## src/rtl/arb_pkg.sv

```systemverilog
package arb_pkg;
  typedef enum logic [1:0] {
    OWN_NONE  = 2'd0,
    OWN_LEFT  = 2'd1,
    OWN_RIGHT = 2'd2
  } owner_e;

  localparam int unsigned NUM_PORTS = 2;
  localparam int unsigned PORT_L    = 0;
  localparam int unsigned PORT_R    = 1;
endpackage

```

## src/rtl/arb_match.sv

```systemverilog
// Decodes port activity and detects a same-location collision.
module arb_match #(
  parameter int unsigned AW = 10
) (
  input  logic          sel_l_n,
  input  logic          sel_r_n,
  input  logic [AW-1:0] addr_l,
  input  logic [AW-1:0] addr_r,
  output logic          act_l,
  output logic          act_r,
  output logic          clash
);
  logic same_loc;

  assign act_l    = ~sel_l_n;
  assign act_r    = ~sel_r_n;
  assign same_loc = (addr_l == addr_r);
  assign clash    = act_l & act_r & same_loc;
endmodule

```

## src/rtl/arb_order.sv

```systemverilog
// Remembers each port's previous access and flags ports that were already
// sitting at their current location one cycle earlier.
module arb_order #(
  parameter int unsigned AW = 10
) (
  input  logic          clk,
  input  logic          rst_n,
  input  logic          act_l,
  input  logic          act_r,
  input  logic [AW-1:0] addr_l,
  input  logic [AW-1:0] addr_r,
  output logic          held_l,
  output logic          held_r
);
  import arb_pkg::*;

  logic [NUM_PORTS-1:0] act_v;
  logic [NUM_PORTS-1:0] held_v;
  logic [AW-1:0]        addr_v [NUM_PORTS];

  assign act_v[PORT_L]  = act_l;
  assign act_v[PORT_R]  = act_r;
  assign addr_v[PORT_L] = addr_l;
  assign addr_v[PORT_R] = addr_r;

  for (genvar p = 0; p < NUM_PORTS; p++) begin : g_port
    logic          prev_act;
    logic [AW-1:0] prev_addr;

    always_ff @(posedge clk or negedge rst_n) begin
      if (!rst_n) begin
        prev_act  <= 1'b0;
        prev_addr <= '0;
      end else begin
        prev_act  <= act_v[p];
        prev_addr <= addr_v[p];
      end
    end

    assign held_v[p] = act_v[p] & prev_act & (prev_addr == addr_v[p]);
  end

  assign held_l = held_v[PORT_L];
  assign held_r = held_v[PORT_R];
endmodule

```

## src/rtl/arb_grant.sv

```systemverilog
// Ownership state and registered busy/grant flags.
module arb_grant #(
  parameter bit TIE_LEFT = 1'b1
) (
  input  logic clk,
  input  logic rst_n,
  input  logic clash,
  input  logic held_l,
  input  logic held_r,
  output logic busy_l_n,
  output logic busy_r_n,
  output logic grant_l,
  output logic grant_r
);
  import arb_pkg::*;

  localparam owner_e TIE_OWNER = TIE_LEFT ? OWN_LEFT : OWN_RIGHT;

  owner_e own_q, own_d;

  always_comb begin
    own_d = own_q;
    if (!clash) begin
      own_d = OWN_NONE;
    end else if (own_q == OWN_NONE) begin
      if (held_l && !held_r)      own_d = OWN_LEFT;
      else if (held_r && !held_l) own_d = OWN_RIGHT;
      else                        own_d = TIE_OWNER;
    end
  end

  always_ff @(posedge clk or negedge rst_n) begin
    if (!rst_n) begin
      own_q    <= OWN_NONE;
      busy_l_n <= 1'b1;
      busy_r_n <= 1'b1;
      grant_l  <= 1'b0;
      grant_r  <= 1'b0;
    end else begin
      own_q    <= own_d;
      busy_l_n <= (own_d != OWN_RIGHT);
      busy_r_n <= (own_d != OWN_LEFT);
      grant_l  <= (own_d == OWN_LEFT);
      grant_r  <= (own_d == OWN_RIGHT);
    end
  end

  // never both ports held off
  p_one_busy_r6: assert property (@(posedge clk) disable iff (!rst_n)
    (busy_l_n || busy_r_n));

  // a low busy always pairs with the other side's grant
  p_loser_only_r7: assert property (@(posedge clk) disable iff (!rst_n)
    (!busy_r_n |-> (grant_l && busy_l_n && !grant_r)));

  // a grant persists while the collision persists
  p_hold_r8: assert property (@(posedge clk) disable iff (!rst_n)
    ((grant_l && clash) |=> grant_l));

  // earlier left arrival wins a fresh collision
  p_left_first_r3: assert property (@(posedge clk) disable iff (!rst_n)
    ((clash && !grant_l && !grant_r && held_l && !held_r) |=> !busy_r_n));

  // earlier right arrival wins a fresh collision
  p_right_first_r4: assert property (@(posedge clk) disable iff (!rst_n)
    ((clash && !grant_l && !grant_r && held_r && !held_l) |=> !busy_l_n));
endmodule

```

## src/rtl/dpram_contend_arb.sv

```systemverilog
module dpram_contend_arb #(
  parameter int unsigned ADDR_W   = 10,
  parameter bit          TIE_LEFT = 1'b1
) (
  input  logic              clk,
  input  logic              rst_n,
  input  logic              sel_l_n,
  input  logic [ADDR_W-1:0] addr_l,
  input  logic              sel_r_n,
  input  logic [ADDR_W-1:0] addr_r,
  output logic              busy_l_n,
  output logic              busy_r_n,
  output logic              grant_l,
  output logic              grant_r
);
  logic act_l, act_r, clash;
  logic held_l, held_r;

  arb_match #(.AW(ADDR_W)) u_match (
    .sel_l_n (sel_l_n),
    .sel_r_n (sel_r_n),
    .addr_l  (addr_l),
    .addr_r  (addr_r),
    .act_l   (act_l),
    .act_r   (act_r),
    .clash   (clash)
  );

  arb_order #(.AW(ADDR_W)) u_order (
    .clk    (clk),
    .rst_n  (rst_n),
    .act_l  (act_l),
    .act_r  (act_r),
    .addr_l (addr_l),
    .addr_r (addr_r),
    .held_l (held_l),
    .held_r (held_r)
  );

  arb_grant #(.TIE_LEFT(TIE_LEFT)) u_grant (
    .clk      (clk),
    .rst_n    (rst_n),
    .clash    (clash),
    .held_l   (held_l),
    .held_r   (held_r),
    .busy_l_n (busy_l_n),
    .busy_r_n (busy_r_n),
    .grant_l  (grant_l),
    .grant_r  (grant_r)
  );

  // an edge without a collision leaves both ports free
  p_free_r1: assert property (@(posedge clk) disable iff (!rst_n)
    (!(!sel_l_n && !sel_r_n && addr_l == addr_r)
       |=> (busy_l_n && busy_r_n && !grant_l && !grant_r)));

  // grants are mutually exclusive
  p_grant_excl_r7: assert property (@(posedge clk) disable iff (!rst_n)
    (!(grant_l && grant_r)));
endmodule

```

## config.mk

```make
export PLATFORM = sky130hd
export DESIGN_NAME = dpram_contend_arb
export DESIGN_NICKNAME = d
export VERILOG_FILES = /design/src/rtl/arb_pkg.sv /design/src/rtl/arb_match.sv /design/src/rtl/arb_order.sv /design/src/rtl/arb_grant.sv /design/src/rtl/dpram_contend_arb.sv
export SDC_FILE = /design/constraint.sdc
export NUM_CORES = 1
export LEC_CHECK = 0
export BUFFER_PORTS_ARGS = -buffer_cell sky130_fd_sc_hd__buf_2
export CAP_MARGIN = 20
export CELL_PAD_IN_SITES_DETAIL_PLACEMENT = 1
export CELL_PAD_IN_SITES_GLOBAL_PLACEMENT = 2
export CORE_MARGIN = 2
export CORE_UTILIZATION = 34
export CTS_CLUSTER_DIAMETER = 60
export DETAILED_ROUTE_END_ITERATION = 10
export GPL_ROUTABILITY_DRIVEN = 0
export GPL_TIMING_DRIVEN = 0
export PLACE_DENSITY = 0.73
export SLEW_MARGIN = 20
export SYNTH_ARGS = -nofsm -noshare
export SYNTH_HDL_FRONTEND = slang
export SYNTH_SLANG_ARGS = --single-unit
```

## constraint.sdc

```tcl
create_clock -name clk -period 1.9 [get_ports clk]
set_input_delay 0.285 -clock clk [delete_from_list [all_inputs] [get_ports clk]]
set_output_delay 0.285 -clock clk [all_outputs]
set_load 0.01 [all_outputs]
```

**After elaboration in Yosys (flattened, before gate mapping)**

Cells that the tools add are included.

- Register bits after elaboration: 28
- Bits in latches: 0
- Memory bits (writable): 0
- Memory bits (read-only): 0
- Output and inout port bits: 4
- Word-level logic and storage cells: 33
- Memories: 0

- $add $sub $neg: 0
- Multipliers: 0
- Divide/modulo/power cells: 0
- $lt $le $gt $ge: 0
- Equal/unequal tests: 7
- Shift-type cells: 0
- Muxes and demuxes: 4
- Bitwise gates (word level): 8
- Reduce and logical (&&, ||, !) cells: 5

Operators with widths:

| kind | number |
|---|---|
| $eq A10 B10 Y1 | 3 |
| $mux W2 | 4 |
| $and A1 B1 Y1 | 6 |
| $eq A2 B1 Y1 const B | 1 |
| $eq A2 B2 Y1 const B | 1 |
| $logic_and A1 B1 Y1 | 2 |
| $logic_not A1 Y1 | 2 |
| $logic_not A2 Y1 | 1 |
| $ne A2 B1 Y1 const B | 1 |
| $ne A2 B2 Y1 const B | 1 |
| $not A1 Y1 | 2 |

**Logic depth before layout (Yosys ltp)**

Gate-level depths: netlist of run 1.

- Depth after elaboration: 10
- Depth in mapped cells: 5

**Modules after synthesis**

Synthesis of run 1 repeated with hierarchy kept, for this count alone.

- Cell total of the unflattened synthesis: 86
- Area total of the unflattened synthesis: 1149.9 um2

Modules (own cells, without submodules):

| module | instances | cells an instance | area an instance (um2) | sequential area each (um2) |
|---|---|---|---|---|
| arb_order | 1 | 52 | 790.8 | 550.5 |
| arb_grant | 1 | 17 | 232.7 | 152.6 |
| arb_match | 1 | 17 | 126.4 | 0.0 |

**Worst setup path before layout of run 1**

OpenSTA, ideal clock, no wires.

- Kind: flip-flop to flip-flop
- From: reg u_grant.own_q[0]
- To: reg u_grant.busy_l_n
- Data arrival time: 1.495 ns
- Data required time: 1.817 ns
- Setup slack: 0.322 ns
- Cell stages (with the launch flop): 5
- Path buffers: 0
- Period minus slack after synthesis: 1.578 ns
- Cell sequence: dfrtp_1 -> or3b_1 -> nor4_2 -> nand3_1 -> a221o_1

- Cells in the longest elaborated chain, start to end: 4

RTL lines:

| what | RTL line | RTL |
|---|---|---|
| start, declared | arb_grant.sv:19 | `owner_e own_q, own_d;` |
| start signal, assigned | arb_grant.sv:40 | `own_q <= own_d;` |
| $logic_not A2 Y1 | arb_grant.sv:25 | `end else if (own_q == OWN_NONE) begin` |
| $mux W2 * | arb_grant.sv:25 |  |
| $mux W2 * | arb_grant.sv:23 | `if (!clash) begin` |
| $ne A2 B2 Y1 * | arb_grant.sv:41 | `busy_l_n <= (own_d != OWN_RIGHT);` |
| end signal, assigned | arb_grant.sv:41 |  |
| end, declared | arb_grant.sv:10 | `output logic busy_l_n,` |

Every way passes the cells marked *; elsewhere a longest branch is shown, timed or not.

**Worst setup path in the final report of run 1**

Ends and elaborated chain as after synthesis.

==> run metrics, run 1 <==
Cells after Synth=89; layout cells sized above 1=0.281; Die ar.=0.00388 mm²; Least-Margin Pin Slew=0.609 ns; Die Y=62.3 µm; dpl hpwl=1730 µm; Max Cap Viol=0; worst slack at placement=0.188 ns; Clk pin slew, worst setup/hold paths=0.14 ns; Rows=21; Top delay family on crit path=simple AND/OR/NAND/NOR gates; slew margin rel.=0.594; CTS max path bufs=2; fin area=0.00139 mm²; Diodes inserted=0; CTS tree=done; Root Driver=clkbuf_4; synth unique cells=21; CP Capture Type=flip-flop; Core ar.=0.00331 mm²; Final #Nets=146; Max Fclk=579 MHz; gr usage total=0.122; clock skew=0.00612 ns; WP data arrival=1.99 ns; DR DRC count=0; WHS=0.107 ns; residual overflow from global routing=0; Final ANT Viol Nets=0; Tcrit/Tclk final=0.908; Total Neg Setup Slack=0 ns; I/O Pins=28; PwrDens=742 mW/mm²; number of synthesized flops with an enable pin=0; antenna violations before repair=0; Sink Count=28; Slew Limit Fails=0; yosys warns=0; Mapped Area=0.00115 mm²; critical path buffer and inverter count=0; worst-path maximum fanout=3; top cells by area, synth=dfrtp_1 (56%), xnor2_1 (15%), xor2_1 (7.6%), dfstp_2 (4.6%), nand4_1 (2.2%); via count=760; Hold Violations, Final=0; async set-or-reset flop fraction in the synthesized netlist=1.00; synth cell count leaders=dfrtp_1 (26), xnor2_1 (20), xor2_1 (10); final-layout fill cell count=391; drt initial violations=22; CTS Buf Count=3; startpoint types=flip-flop; Initial Util=0.349; cell with the most instances after synthesis=dfrtp_1; first drt pass iteration count=2; drt wl/cell=12.6 µm; Data required, critical path=2.16 ns; Avg Cell Area, Syn=13.0 µm²; leading area contributor after synthesis=dfrtp_1; number of global-route vias before repair=801; crit-path cells=or3b_1 > nor4_2 > nand3_1 > a221o_1; Peak VDD IR=352 µV; flops & latches, synth=28; I/O Buffers=27; area grow syn2layout=20.7%; Synth Flop Type=dfrtp_1; syn nets=113; Synth top area share=0.563; global-route wire length before repair=3710 µm; final worst slack=0.174 ns; Tmin final=1.73 ns; largest net degree at the start of global routing=29; Largest stage delay, worst path=0.42 ns; Post-DP Area=0.00135 mm²; Die X=62.3 µm; CTS H-tree lvls=1; critical path class=flip-flop to flip-flop; Skew-Pair Late Insertion Delay=0.32 ns; static leakage=0.602 nW; register area share after synthesis=0.609; Post-CTS Resized=0; RSZ-0062 raised after global routing=no; final setup vio count=0; HP Class=input pin to flip-flop; outcome=completed; WL final=2110 µm; Via-to-Cell Ratio=4.55; slowest cell on the critical path=dfrtp_1
cell type report:
type	instances	area (µm²)	area share
clock buffer	4	36.3	0.0260
timing repair buffer	28	145	0.104
inverter	3	11.3	0.00808
buffer	1	3.75	0.00269
multi-input combinational	57	437	0.313
sequential	28	703	0.504
tap	46	57.6	0.0413
report_power, final:
part | total [mW] | internal [mW] | switching, mW
logic | 0.127 | 0.0606 | 0.0667
registers | 0.629 | 0.620 | 0.00976
clock network | 0.277 | 0.117 | 0.160
per-stage QoR:
step,total power [mW],cells,util
final,1.03,167,0.421
after global routing,1.10,167,0.421
after CTS,1.05,167,0.421
after detailed placement,0.770,162,0.407
after global placement,0.766,162,0.407
after floorplan,0.702,89,-
state kept, by name (all words and copies together) (netlist names):
name	cells
u_order.g_port.prev_act	2
u_grant.busy_l_n	1
u_grant.own_q	2
u_grant.grant_l	1
u_order.g_port.prev_addr	20
u_grant.grant_r	1
u_grant.busy_r_n	1
layer usage:
layer	part of all wire	vias to the layer above	global-route usage
met2	0.49	19	0.204
met5	0	-	0
li1	-	363	-
met1	0.46	374	0.162
met3	0.035	4	0.0163
met4	0.013	0	0.0500
worst paths after layout:
kind / slack (ns) / cells past startpoint / startpoint / end
worst max-delay path: 0.17 / 4 / u_grant.own_q[0] / u_grant.busy_l_n
worst min-delay path: 0.11 / 1 / addr_l[2] / u_order.g_port[0].prev_addr[2]
worst max register to register: 0.17 / 4 / u_grant.own_q[0] / u_grant.busy_l_n
worst min register to register: 0.56 / 1 / u_grant.own_q[1] / u_grant.grant_l
max in group asynchronous: 1.00 / 2 / rst_n / u_order.g_port[1].prev_addr[3]
min in group asynchronous: 0.50 / 2 / rst_n / u_grant.own_q[0]
logic make-up after synthesis:
group,after synthesis,synth area share
xor+xnor,30,0.228
flops,28,0.609
simple gates,21,0.106
compound gates,6,0.0444
buf+inv,4,0.0130
repair_timing:
action	in CTS	in global routing
endpoints found under the hold margin	26	0
hold buffers	1	0
buffers inserted	0	0
cell usage in the layout (no fill, tap or decap), drive strengths merged:
cell type	netlist	final
dlygate4sd3	0	1
nand2b	1	1
nor3	1	1
nor2	5	5
nor4	2	2
or3b	1	1
dfrtp	26	26
and3	1	1
a211o	1	1
nand3	3	3
dfstp	2	2
inv	3	3
nand4	4	4
a221o	1	1
a221oi	2	2
nor2b	1	1
or3	2	2
clkbuf	1	5
xnor2	20	20
buf	0	27
a211oi	2	2
xor2	10	10
worst reg2reg max path: cells and delay by family (launching register included):
kind,cells,cell delay [ns]
simple gates,3,0.86
compound gates,1,0.39
flops,1,0.42
Note: power is estimated with default switching activity, not from simulation.
==> inputs of run 2 (changes only) <==
- SETUP_SLACK_MARGIN: unset -> 0.4
==> run 2 against run 1 <==
Die area stayed put; sequential share of layout area is 3.0 points lower; non-clock buffer count is 4 higher; fmax is 3.9% higher; design area is 6.3% higher; worst hold slack worse by 0.0049 ns; flip-flop and latch count stayed put; core utilization is 2.6 points higher; critical endpoint unchanged.
==> run metrics, run 2 (synthesized netlist as in run 1, its figures left out) <==
layout cells sized above 1=0.376; Clk pin slew, worst setup/hold paths=0.14 ns; Skew-Pair Late Insertion Delay=0.32 ns; slew margin rel.=0.593; largest net degree at the start of global routing=29; Post-DP Area=0.00135 mm²; top flop regs=u_order.g_port.prev_addr (20), u_grant.own_q (2), u_order.g_port.prev_act (2); Tmin final=1.66 ns; Diodes inserted=0; first drt pass iteration count=4; CTS tree=done; Reg2Reg Setup Slack=0.24 ns; PwrDens=715 mW/mm²; Die X=62.3 µm; static leakage=0.630 nW; CTS H-tree lvls=1; DR DRC count=0; Hold Violations, Final=0; Worst R2R Path Depth=4; outcome=completed; CP Capture Type=flip-flop; Placed Cells=162; drt wl/cell=15.0 µm; I/O Pins=28; Rows=21; most frequent cells in the layout=buf_2 (27), dfrtp_1 (26), xnor2_1 (19); Least-Margin Pin Slew=0.611 ns; FF-to-FF Start=u_grant.own_q[0]; CP Capture Point=u_grant.busy_l_n; Final #Nets=150; Biggest register=u_order.g_port.prev_addr; Slew Limit Fails=0; number of global-route vias before repair=842; via count=779; Die Y=62.3 µm; gr usage total=0.129; Max Cap Viol=0; RSZ-0062 raised after global routing=yes; Final Power=1.06 mW; Via-to-Cell Ratio=4.56; Initial Util=0.349; Root Driver=clkbuf_4; Non-Filler Instances=171; Final ANT Viol Nets=0; WHS=0.103 ns; CTS Buf Count=3; Data required, critical path=2.17 ns; HP Class=input pin to flip-flop; clock skew=0.00370 ns; Worst Setup SP=u_grant.own_q[0]; final-layout fill cell count=380; RR Endpoint=u_grant.busy_l_n; WP data arrival=1.93 ns; final setup vio count=0; global-route wire length before repair=3850 µm; Die ar.=0.00388 mm²; I/O Buffers=27; most common cell after layout, fill and taps aside=buf_2; Core ar.=0.00331 mm²; Sink Count=28; drt initial violations=27; CTS max path bufs=2; antenna violations before repair=0; Total Neg Setup Slack=0 ns; Peak VDD IR=341 µV; Max Fclk=602 MHz; Tcrit/Tclk final=0.874; max reg flops=20; critical path class=flip-flop to flip-flop; WL final=2560 µm; startpoint types=flip-flop; fin area=0.00148 mm²; worst-path maximum fanout=3; area grow syn2layout=28.3%; residual overflow from global routing=0
[run 2: changes by cell type in the layout (fill, tap and decap cells not counted), sizes merged]
| cell | delta |
|---|---|
| buf | +4 |
[run 2: per-stage QoR]
| stage | setup slack, ns | util |
|---|---|---|
| 4_1_cts | 0.275 | 0.435 |
| 5_1_grt | 0.191 | 0.447 |
| 6_report | 0.239 | 0.447 |
| 2_1_floorplan | 0.448 | - |
| 3_5_place_dp | 0.188 | 0.407 |
| 3_3_place_gp | 0.239 | 0.407 |
[run 2: worst min-delay path by stage]
stage	start	to	slack, ns	cells after the start
global route	addr_r[4]	u_order.g_port[1].prev_addr[4]	0.09	1
detailed placement	rst_n	u_grant.grant_l	0.34	1
CTS	addr_l[8]	u_order.g_port[0].prev_addr[8]	0.1	1
global placement	rst_n	u_grant.grant_l	0.34	1
floorplan	rst_n	u_grant.grant_l	-0.01	0
finish	addr_l[8]	u_order.g_port[0].prev_addr[8]	0.10	1
[run 2: where the power goes]
part | internal [mW] | switching (mW) | total [mW]
sequential | 0.620 | 0.0105 | 0.630
clock | 0.117 | 0.169 | 0.286
combinational | 0.0672 | 0.0758 | 0.143
[run 2: layer usage]
metal	global-route usage	wire length, µm
met5	0	0
met4	0.0417	19
met3	0.0236	113
met2	0.236	1430
met1	0.154	995
[run 2: cell type report]
class                           count  area (µm²)  share of cell area
Sequential cell                    28         703               0.475
Multi-Input combinational cell     57         494               0.334
Timing Repair Buffer               32         175               0.118
Tap cell                           46        57.6              0.0389
Clock buffer                        4        36.3              0.0245
Inverter                            3        11.3             0.00760
Buffer                              1        3.75             0.00253
[run 2: worst max-delay path, stage by stage, from the launching register on]
cell     delay [ns]
dfrtp_1        0.42
or3b_4         0.39
nor4_4         0.28
nand3_2        0.17
a221o_1        0.36
[run 2: repair_timing]
action,in CTS,in global routing
hold endpoints to repair,26,0
hold buffers,1,0
pin swaps,5,4
setup endpoints to repair,4,6
resized for setup,4,6
buffers inserted,3,1
==> inputs of run 3 (changes only) <==
- CORE_UTILIZATION: 34 -> 35
- CTS_BUF_LIST: unset -> sky130_fd_sc_hd__clkbuf_4 sky130_fd_sc_hd__clkbuf_8
- PLACE_DENSITY: 0.73 -> 0.75
==> run 3 against run 2 <==
Clock skew fell by 0.0014 ns; fmax rose by 9.5%; highest routed layer unchanged; combinational power fell by 3%; power fell by 4.7%; clock-buffer cell count fell by 1; first-iteration DRC count fell by 74%; critical path type unchanged; clock power fell by 16%; die area fell by 2.7%; largest power group unchanged.
==> run metrics, run 3 (synthesized netlist as in run 1, its figures left out) <==
slew margin rel.=0.585; Max Fclk=659 MHz; residual overflow from global routing=0; Biggest register=u_order.g_port.prev_addr; final setup vio count=0; static leakage=0.617 nW; Worst Setup SP=u_grant.own_q[0]; Least-Margin Pin Slew=0.622 ns; critical path class=flip-flop to flip-flop; Data required, critical path=2.17 ns; FF-to-FF Start=u_grant.own_q[0]; max reg flops=20; Sink Count=28; CTS Buf Count=3; Rows=20; Clk pin slew, worst setup/hold paths=0.14 ns; Total Neg Setup Slack=0 ns; crit-path cells=or3b_4 > nor4_4 > nand3_2 > a221o_1; CP Capture Type=flip-flop; PwrDens=696 mW/mm²; Comb power frac=0.137; area grow syn2layout=25.7%; worst-path maximum fanout=3; slowest cell on the critical path=dfrtp_1; HP Class=input pin to flip-flop; drt wl/cell=13.6 µm; Skew-Pair Late Insertion Delay=0.32 ns; Largest stage delay, worst path=0.41 ns; Peak VDD IR=265 µV; CTS tree=done; clock skew=0.00228 ns; top flop regs=u_order.g_port.prev_addr (20), u_grant.own_q (2), u_order.g_port.prev_act (2); startpoint types=flip-flop; DR DRC count=0; WP data arrival=1.79 ns; Die X=61.4 µm; RSZ-0062 raised after global routing=yes; internal power=760 µW; switching power total=251 µW; Via-to-Cell Ratio=4.71; I/O Buffers=27; Worst R2R Path Depth=4; Worst Hold Depth=1; Max Cap Viol=0; Final Power=1.01 mW; Tcrit/Tclk final=0.799; most frequent cells in the layout=buf_2 (27), dfrtp_1 (26), xnor2_1 (18); gr usage total=0.139; Clock power frac=0.239; Slew Limit Fails=0; drt initial violations=7; Die ar.=0.00377 mm²; largest net degree at the start of global routing=29; global-route wire length before repair=3750 µm; Core ar.=0.00310 mm²; via count=777; first drt pass iteration count=3; switching share of power=0.248; Die Y=61.4 µm; antenna violations before repair=0; outcome=completed; number of global-route vias before repair=836; WL final=2250 µm; Final ANT Viol Nets=0; layout cells sized above 1=0.372; Reg power frac=0.624; I/O Pins=28; CTS max path bufs=2; Root Driver=clkbuf_4; Hold Violations, Final=0; dpl hpwl=1740 µm; most common cell after layout, fill and taps aside=buf_2; CTS H-tree lvls=1; Initial Util=0.372; Tmin final=1.52 ns; Worst Hold Launch=addr_r[2]; Diodes inserted=0; Final #Nets=147
## run 3: cell types whose count changed in the layout (fill, tap and decap cells not counted), sizes merged
cell,change
buf,-3
clkbuf,-1
## run 3: layout make-up
type                    count  area [µm²]
flip-flops and latches     28         703
plain buffers               1        3.75
well taps                  44        55.1
inverters                   3        11.3
clock buffers               3        22.5
multi-input cells          57         503
repair buffers             29         153
fillers                   362        1650
## run 3: worst paths after layout
kind,end,slack (ns)
hold reg to reg,u_grant.grant_l,0.55
min in group asynchronous,u_grant.grant_l,0.49
max in group asynchronous,u_order.g_port[0].prev_addr[6],1.01
setup reg to reg,u_grant.busy_l_n,0.38
setup / recovery,u_grant.busy_l_n,0.38
hold / removal,u_order.g_port[1].prev_addr[2],0.10
## run 3: critical path, delay by kind of cell (launching register included)
| kind | cells | cell delay, ns |
|---|---|---|
| flip-flops | 1 | 0.41 |
| AND/OR/NAND/NOR | 3 | 0.71 |
| AO/OA/AOI/OAI | 1 | 0.34 |
## run 3: per-stage QoR
step / instances / worst slack (ns) / hold WS [ns] / area [µm²] / utilization
finish: 165 / 0.383 / 0.103 / 1450 / 0.468
floorplan: 89 / 0.448 / -0.0106 / 1150 / -
global placement: 160 / 0.223 / 0.332 / 1350 / 0.433
global route: 165 / 0.285 / 0.0903 / 1450 / 0.468
detailed placement: 160 / 0.212 / 0.339 / 1350 / 0.433
CTS: 165 / 0.274 / 0.0970 / 1410 / 0.456
## run 3: power by group through the flow
stage | clock, mW | combinational [mW] | sequential (mW)
global placement | 0 | 0.126 | 0.640
CTS | 0.249 | 0.139 | 0.630
global route | 0.268 | 0.154 | 0.633
floorplan | 0 | 0.0621 | 0.640
finish | 0.241 | 0.139 | 0.630
detailed placement | 0 | 0.129 | 0.641
## run 3: repair_timing
action / 4_1_cts / 5_1_grt
endpoints found under the hold margin: 26 / 0
endpoints found under the setup margin: 4 / 6
gates resized for setup: 5 / 7
hold buffers: 1 / 0
setup buffers: 1 / 0
pin swaps: 4 / 8
## run 3: per-layer routing
| metal | vias up | global-route usage | routed length, µm |
|---|---|---|---|
| met3 | 5 | 0.0294 | 99 |
| met5 | - | 0 | 0 |
| met2 | 17 | 0.242 | 1180 |
| li1 | 362 | - | - |
| met1 | 393 | 0.168 | 931 |
| met4 | 0 | 0.0547 | 40 |
